File: config.mk
export PLATFORM = sky130hd
export DESIGN_NAME = muldiv_unit
export DESIGN_NICKNAME = d
export VERILOG_FILES = /design/src/rtl/muldiv_pkg.sv /design/src/rtl/muldiv_ctrl.sv /design/src/rtl/muldiv_datapath.sv /design/src/rtl/muldiv_unit.sv
export SDC_FILE = /design/constraint.sdc
export NUM_CORES = 1
export LEC_CHECK = 0
export ABC_CLOCK_PERIOD_IN_PS = 8900
export BUFFER_PORTS_ARGS = -buffer_cell sky130_fd_sc_hd__buf_2
export CORE_ASPECT_RATIO = 1.5
export CORE_MARGIN = 4
export CORE_UTILIZATION = 50
export CTS_CLUSTER_DIAMETER = 60
export DETAILED_ROUTE_END_ITERATION = 10
export GPL_TIMING_DRIVEN = 0
export PLACE_DENSITY = 0.75
export SYNTH_ARGS = -nofsm -noshare
export SYNTH_HDL_FRONTEND = slang
export SYNTH_SLANG_ARGS = --single-unit
export TNS_END_PERCENT = 50
File: constraint.sdc
create_clock -name clk -period 8.9 [get_ports clk]
set_input_delay 0.89 -clock clk [delete_from_list [all_inputs] [get_ports clk]]
set_output_delay 0.89 -clock clk [all_outputs]
set_load 0.1 [all_outputs]
File: src/rtl/muldiv_pkg.sv
package muldiv_pkg;

  typedef enum logic [1:0] {
    OP_MUL_S = 2'b00,
    OP_MUL_U = 2'b01,
    OP_DIV_S = 2'b10,
    OP_DIV_U = 2'b11
  } mdOp_e;

  typedef struct packed {
    logic load;    // capture operands and sign flags
    logic step;    // one iteration of shift-add or shift-subtract
    logic commit;  // write corrected results into HI/LO
  } mdStrobe_s;

endpackage

File: src/rtl/muldiv_ctrl.sv
module muldiv_ctrl
  import muldiv_pkg::*;
#(
  parameter int WIDTH = 32
) (
  input  logic      clk,
  input  logic      rst_n,
  input  logic      startValid,
  output mdStrobe_s strobe,
  output logic      busy
);

  localparam int CW = $clog2(WIDTH);
  localparam logic [CW-1:0] LAST_STEP = CW'(WIDTH - 1);

  typedef enum logic [1:0] {ST_IDLE, ST_RUN, ST_FIN} ctrlState_e;

  ctrlState_e state;
  logic [CW-1:0] stepCnt;
  logic accept;

  assign accept = startValid && (state == ST_IDLE);

  always_comb begin
    strobe.load   = accept;
    strobe.step   = (state == ST_RUN);
    strobe.commit = (state == ST_FIN);
  end

  assign busy = (state != ST_IDLE);

  always_ff @(posedge clk or negedge rst_n) begin
    if (!rst_n) begin
      state   <= ST_IDLE;
      stepCnt <= '0;
    end else begin
      case (state)
        ST_IDLE: begin
          if (accept) begin
            state   <= ST_RUN;
            stepCnt <= '0;
          end
        end
        ST_RUN: begin
          if (stepCnt == LAST_STEP) state <= ST_FIN;
          else                      stepCnt <= stepCnt + 1'b1;
        end
        ST_FIN:  state <= ST_IDLE;
        default: state <= ST_IDLE;
      endcase
    end
  end

endmodule

File: src/rtl/muldiv_datapath.sv
module muldiv_datapath
  import muldiv_pkg::*;
#(
  parameter int WIDTH = 32
) (
  input  logic             clk,
  input  logic             rst_n,
  input  mdStrobe_s        strobe,
  input  logic [1:0]       opSel,
  input  logic [WIDTH-1:0] opA,
  input  logic [WIDTH-1:0] opB,
  input  logic             readHi,
  input  logic             readLo,
  output logic [WIDTH-1:0] readData
);

  localparam int DW = 2 * WIDTH;

  // work register: upper half = partial product / remainder, lower = multiplier / quotient
  logic [DW-1:0]    workReg;
  logic [WIDTH-1:0] operandReg;
  logic             isDiv, negLow, negHigh, divZero;
  logic [WIDTH-1:0] hiReg, loReg;

  logic             opIsDiv, opIsSigned, aNeg, bNeg;
  logic [WIDTH-1:0] aMag, bMag;

  always_comb begin
    opIsDiv    = (opSel == OP_DIV_S) || (opSel == OP_DIV_U);
    opIsSigned = (opSel == OP_MUL_S) || (opSel == OP_DIV_S);
    aNeg       = opIsSigned && opA[WIDTH-1];
    bNeg       = opIsSigned && opB[WIDTH-1];
    aMag       = aNeg ? (~opA + 1'b1) : opA;
    bMag       = bNeg ? (~opB + 1'b1) : opB;
  end

  // one iteration of each algorithm
  logic [WIDTH:0]   addTerm, partialSum;
  logic [WIDTH:0]   shiftedRem;
  logic [WIDTH+1:0] trialDiff;
  logic [DW-1:0]    mulNext, divNext;

  always_comb begin
    addTerm    = workReg[0] ? {1'b0, operandReg} : '0;
    partialSum = {1'b0, workReg[DW-1:WIDTH]} + addTerm;
    mulNext    = {partialSum, workReg[WIDTH-1:1]};

    shiftedRem = {workReg[DW-1:WIDTH], workReg[WIDTH-1]};
    trialDiff  = {1'b0, shiftedRem} - {2'b00, operandReg};
    if (!trialDiff[WIDTH+1])
      divNext = {trialDiff[WIDTH-1:0], workReg[WIDTH-2:0], 1'b1};
    else
      divNext = {shiftedRem[WIDTH-1:0], workReg[WIDTH-2:0], 1'b0};
  end

  // sign correction of the finished magnitudes
  logic [DW-1:0]    prodFinal;
  logic [WIDTH-1:0] quotFinal, remFinal;

  always_comb begin
    prodFinal = negLow ? (~workReg + 1'b1) : workReg;
    quotFinal = negLow ? (~workReg[WIDTH-1:0] + 1'b1) : workReg[WIDTH-1:0];
    remFinal  = negHigh ? (~workReg[DW-1:WIDTH] + 1'b1) : workReg[DW-1:WIDTH];
  end

  always_ff @(posedge clk or negedge rst_n) begin
    if (!rst_n) begin
      workReg    <= '0;
      operandReg <= '0;
      isDiv      <= 1'b0;
      negLow     <= 1'b0;
      negHigh    <= 1'b0;
      divZero    <= 1'b0;
    end else if (strobe.load) begin
      isDiv   <= opIsDiv;
      negLow  <= aNeg ^ bNeg;
      negHigh <= aNeg;
      divZero <= (opB == '0);
      if (opIsDiv) begin
        workReg    <= {{WIDTH{1'b0}}, aMag};
        operandReg <= bMag;
      end else begin
        workReg    <= {{WIDTH{1'b0}}, bMag};
        operandReg <= aMag;
      end
    end else if (strobe.step) begin
      workReg <= isDiv ? divNext : mulNext;
    end
  end

  always_ff @(posedge clk or negedge rst_n) begin
    if (!rst_n) begin
      hiReg <= '0;
      loReg <= '0;
    end else if (strobe.commit) begin
      if (!isDiv) begin
        hiReg <= prodFinal[DW-1:WIDTH];
        loReg <= prodFinal[WIDTH-1:0];
      end else if (!divZero) begin
        hiReg <= remFinal;
        loReg <= quotFinal;
      end
    end
  end

  always_comb begin
    if (readHi)      readData = hiReg;
    else if (readLo) readData = loReg;
    else             readData = '0;
  end

endmodule

File: src/rtl/muldiv_unit.sv
module muldiv_unit
  import muldiv_pkg::*;
#(
  parameter int WIDTH = 32
) (
  input  logic             clk,
  input  logic             rst_n,
  input  logic             startValid,
  input  logic [1:0]       opSel,
  input  logic [WIDTH-1:0] opA,
  input  logic [WIDTH-1:0] opB,
  input  logic             readHi,
  input  logic             readLo,
  output logic             busy,
  output logic [WIDTH-1:0] readData
);

  mdStrobe_s strobe;

  muldiv_ctrl #(.WIDTH(WIDTH)) u_ctrl (
    .clk        (clk),
    .rst_n      (rst_n),
    .startValid (startValid),
    .strobe     (strobe),
    .busy       (busy)
  );

  muldiv_datapath #(.WIDTH(WIDTH)) u_dp (
    .clk      (clk),
    .rst_n    (rst_n),
    .strobe   (strobe),
    .opSel    (opSel),
    .opA      (opA),
    .opB      (opB),
    .readHi   (readHi),
    .readLo   (readLo),
    .readData (readData)
  );

endmodule

==> flow_summary.json <==
{
  "status": "complete, no violations",
  "worstMarginPinSlew_ns": 0.986,
  "route.detailed.drc": 0,
  "final_max_slew_viol_count": 0,
  "diodes": 0,
  "critPathLaunch": "u_dp.workReg[0]",
  "sw_frac_of_total": 0.537,
  "grt_pass1_vias": 15200,
  "vdd_drop_max_mv": 0.189,
  "syn_nets": 2044,
  "slew_headroom": 0.339,
  "portBuffers": 102,
  "rsz0062_at_grt": "no",
  "grt-ovfl-total": 0,
  "wl_met2_mm": 27.9,
  "gp_congestion": 1.02,
  "die_h_microns": 219,
  "maxCapViolations": 0,
  "worstRegToRegCells": 13,
  "arrival_ns": 4.97,
  "core_sq_um": 29400,
  "hold_class": "input pin to async pin",
  "yosysUniqueCellTypes": 81,
  "postCtsSetupBuffers": 0,
  "layout-drive-gt1-share": 0.0850,
  "synth-seq-cells": 171,
  "antenna_left": 0,
  "timing.setup.tns_ns": 0,
  "cp-end-kind": "flip-flop",
  "cts-htree-levels": 4,
  "path_class": "flip-flop to flip-flop",
  "fmax_ghz": 0.216,
  "p_int_w": 0.00328,
  "routed_wl_mm": 56.0,
  "drt-wirelength-per-cell_microns": 23.0,
  "seqPwrFrac": 0.197,
  "yosysSeqAreaShare": 0.288,
  "setup_viol": 0,
  "worstPathRequired_ns": 9.23,
  "fin_util": 0.561,
  "hold_viol_final": 0,
  "initial_utilization": 0.505,
  "path_cells": "inv_1 > clkbuf_1 > nor2_1 > ha_1 > a21o_1 > a21o_1 > a2111oi_0 > a211oi_1 > nor4b_1 > o31ai_1 > a31oi_1 > mux2i_1 > o211ai_1",
  "clock-skew-final_ns": 0.0149,
  "cts_root_buf": "clkbuf_16",
  "r2r-start": "u_dp.workReg[0]",
  "track_usage": 0.343,
  "postCtsHoldBufs": 0,
  "cts_tree": "built",
  "fin_nets": 2166,
  "rr_endpoint": "u_dp.workReg[61]",
  "grt_pass1_wl_mm": 86.0,
  "routed_via_density": 6.28,
  "clock_latency_ns": 0.47,
  "p_leak_nw": 7.18,
  "cp_slowest_cell": "nor4b_1",
  "drt-initial-drc-count": 1216,
  "cts_resized": 0,
  "fillers": 2857,
  "clk_pin_slew_ns": 0.07,
  "reg2reg_slack_ns": 4.26,
  "area_growth_pct": 11.1,
  "wl_met3_mm": 3.11,
  "power.density_nw_per_um2": 430,
  "yosys_warnings": 0,
  "synthCells": 1901,
  "cts.sinks": 171,
  "crit_top_cell": "a21o_1",
  "period_needed_ns": 4.64,
  "combinationalPowerShare": 0.692,
  "met1_length_mm": 20.9,
  "worstPathMaxFanout": 10,
  "syn_area_sq_um": 14800,
  "ios": 104,
  "antenna_found_initial": 0,
  "synth_area_per_cell_sq_um": 7.81,
  "maxUsedRoutingLayer": "met4",
  "rows": 77,
  "dr.pass1.iters": 7,
  "power_switching_w": 0.00380,
  "clock_path_buffers": 2,
  "die_area_sq_um": 32600,
  "cpPeakStageDelay_ns": 0.66,
  "timing.final.crit_share": 0.521,
  "grt_max_degree": 98,
  "numCtsBuffers": 17,
  "ys.flop_type": "dfrtp_1",
  "synth-edff-count": 0,
  "vias": 15300,
  "synthArstFlopShare": 1.00,
  "dp_hpwl_mm": 45.3,
  "cp-start-kind": "flip-flop",
  "chipWidth_microns": 149,
  "clkPwrFrac": 0.110
}
[flip-flops by register name (all words and copies together) (netlist names)]
signal           count
u_dp.divZero         1
u_dp.negLow          1
u_dp.isDiv           1
u_dp.hiReg          32
u_dp.workReg        64
u_dp.operandReg     32
u_dp.loReg          32
u_dp.negHigh         1
u_ctrl.state         2
u_ctrl.stepCnt       5
[worst max-delay path by stage]
stage	endpoint	slack [ns]	depth (start not counted)
final	u_dp.workReg[61]	4.26	13
after global placement	u_dp.workReg[41]	4.27	1
after detailed placement	u_dp.workReg[61]	4.42	13
after global routing	u_dp.workReg[61]	4.11	13
after floorplan	readData[30]	4.64	3
after CTS	u_dp.workReg[61]	4.43	13
[critical path: cells and delay by family, from the launching register on]
kind	cells	cell delay, ns
AO/OA/AOI/OAI	7	1.84
adder cells (fa/ha/maj)	1	0.38
buffers and inverters	2	0.82
flip-flops	1	0.48
multiplexers	1	0.21
AND/OR/NAND/NOR	2	0.78
[power by group through the flow]
stage                     logic [W]  clock network, W  registers, W
after floorplan             0.00352                 0       0.00127
after global placement      0.00473                 0       0.00139
after detailed placement    0.00480                 0       0.00140
after CTS                   0.00483          0.000782       0.00139
after global routing        0.00534          0.000815       0.00142
final                       0.00491          0.000782       0.00140
[through the flow]
stage | setup WS (ns) | hold WS (ns) | std cells | instance area (sq um) | total power, W
after floorplan | 4.64 | 0.449 | 1901 | 14800 | 0.00479
after global placement | 4.27 | 0.462 | 2398 | 15800 | 0.00612
after detailed placement | 4.42 | 0.469 | 2399 | 15900 | 0.00620
after CTS | 4.43 | 0.415 | 2431 | 16500 | 0.00700
after global routing | 4.11 | 0.445 | 2431 | 16500 | 0.00758
final | 4.26 | 0.385 | 2431 | 16500 | 0.00709
[metal layers]
metal	global-route usage	up-vias
met4	0.219	0
met2	0.609	630
met1	0.385	7365
li1	-	7084
met5	0	-
met3	0.0442	180
[layout make-up]
cell class                      count  area [sq um]  share of cell area
Sequential cell                   171          4280               0.260
Clock buffer                       19           443              0.0269
Timing Repair Buffer              103           548              0.0333
Clock inverter                     13           155             0.00942
Buffer                            123           479              0.0291
Multi-Input combinational cell   1547          9850               0.598
Tap cell                          395           494              0.0300
Inverter                           60           225              0.0137
[cell families (layout without fill, tap and decap cells)]
family,after synthesis,in the layout,synth area share
and+or+nand+nor,607,607,0.191
muxes,59,59,0.0402
buffers and inverters,183,318,0.0475
AOI/OAI and AO/OA,642,642,0.273
adders and majority gates,72,72,0.0617
DFF,171,171,0.288
xor gates and xnor gates,167,167,0.0986
[Yosys cell counts (6+ instances only)]
cell type,count,share of area
or3_1,16,0.0067
xnor2_1,84,0.050
ha_1,70,0.059
clkbuf_1,105,0.027
a21boi_0,6,0.0030
inv_1,59,0.015
a21o_1,39,0.020
buf_1,9,0.0023
or4_1,7,0.0035
o31ai_1,20,0.010
o21ai_0,200,0.067
nor2_1,181,0.046
o221ai_1,7,0.0041
nand2_1,232,0.059
mux2i_1,54,0.036
dfrtp_1,171,0.29
a22o_1,36,0.021
a22oi_1,12,0.0061
and3_1,11,0.0046
a21oi_1,149,0.050
nor3_1,34,0.011
nand3_1,26,0.0088
a211oi_1,14,0.0071
nand2b_1,16,0.0067
o41ai_1,9,0.0053
buf_2,8,0.0027
nand4_1,14,0.0059
o21a_1,14,0.0071
xor2_1,83,0.049
o211ai_1,51,0.026
nor2b_1,11,0.0046
nand3b_1,8,0.0040
and2_1,9,0.0038
a31oi_1,15,0.0063
o21ai_1,22,0.0074
nor4_1,12,0.0051
[cell usage in the layout (no fill, tap or decap), types with 8 or more instances in the layout]
cell / instances
nand3_1: 26
nor2_1: 181
nand2_1: 232
a22oi_1: 12
a21o_1: 39
nand4_1: 14
and2_1: 9
nand2b_1: 16
and3_1: 11
clkbuf_16: 17
o21ai_1: 22
a211oi_1: 14
nand3b_1: 8
ha_1: 70
xor2_1: 83
dfrtp_1: 171
a21oi_1: 149
nor2b_1: 11
buf_1: 9
o21a_1: 14
clkbuf_1: 106
xnor2_1: 84
o211ai_1: 51
nor4_1: 12
buf_2: 109
a22o_1: 36
nor3_1: 34
mux2i_1: 54
o31ai_1: 20
o41ai_1: 9
inv_1: 59
o21ai_0: 200
a31oi_1: 15
or3_1: 16
(Power assumes the default switching activity.)
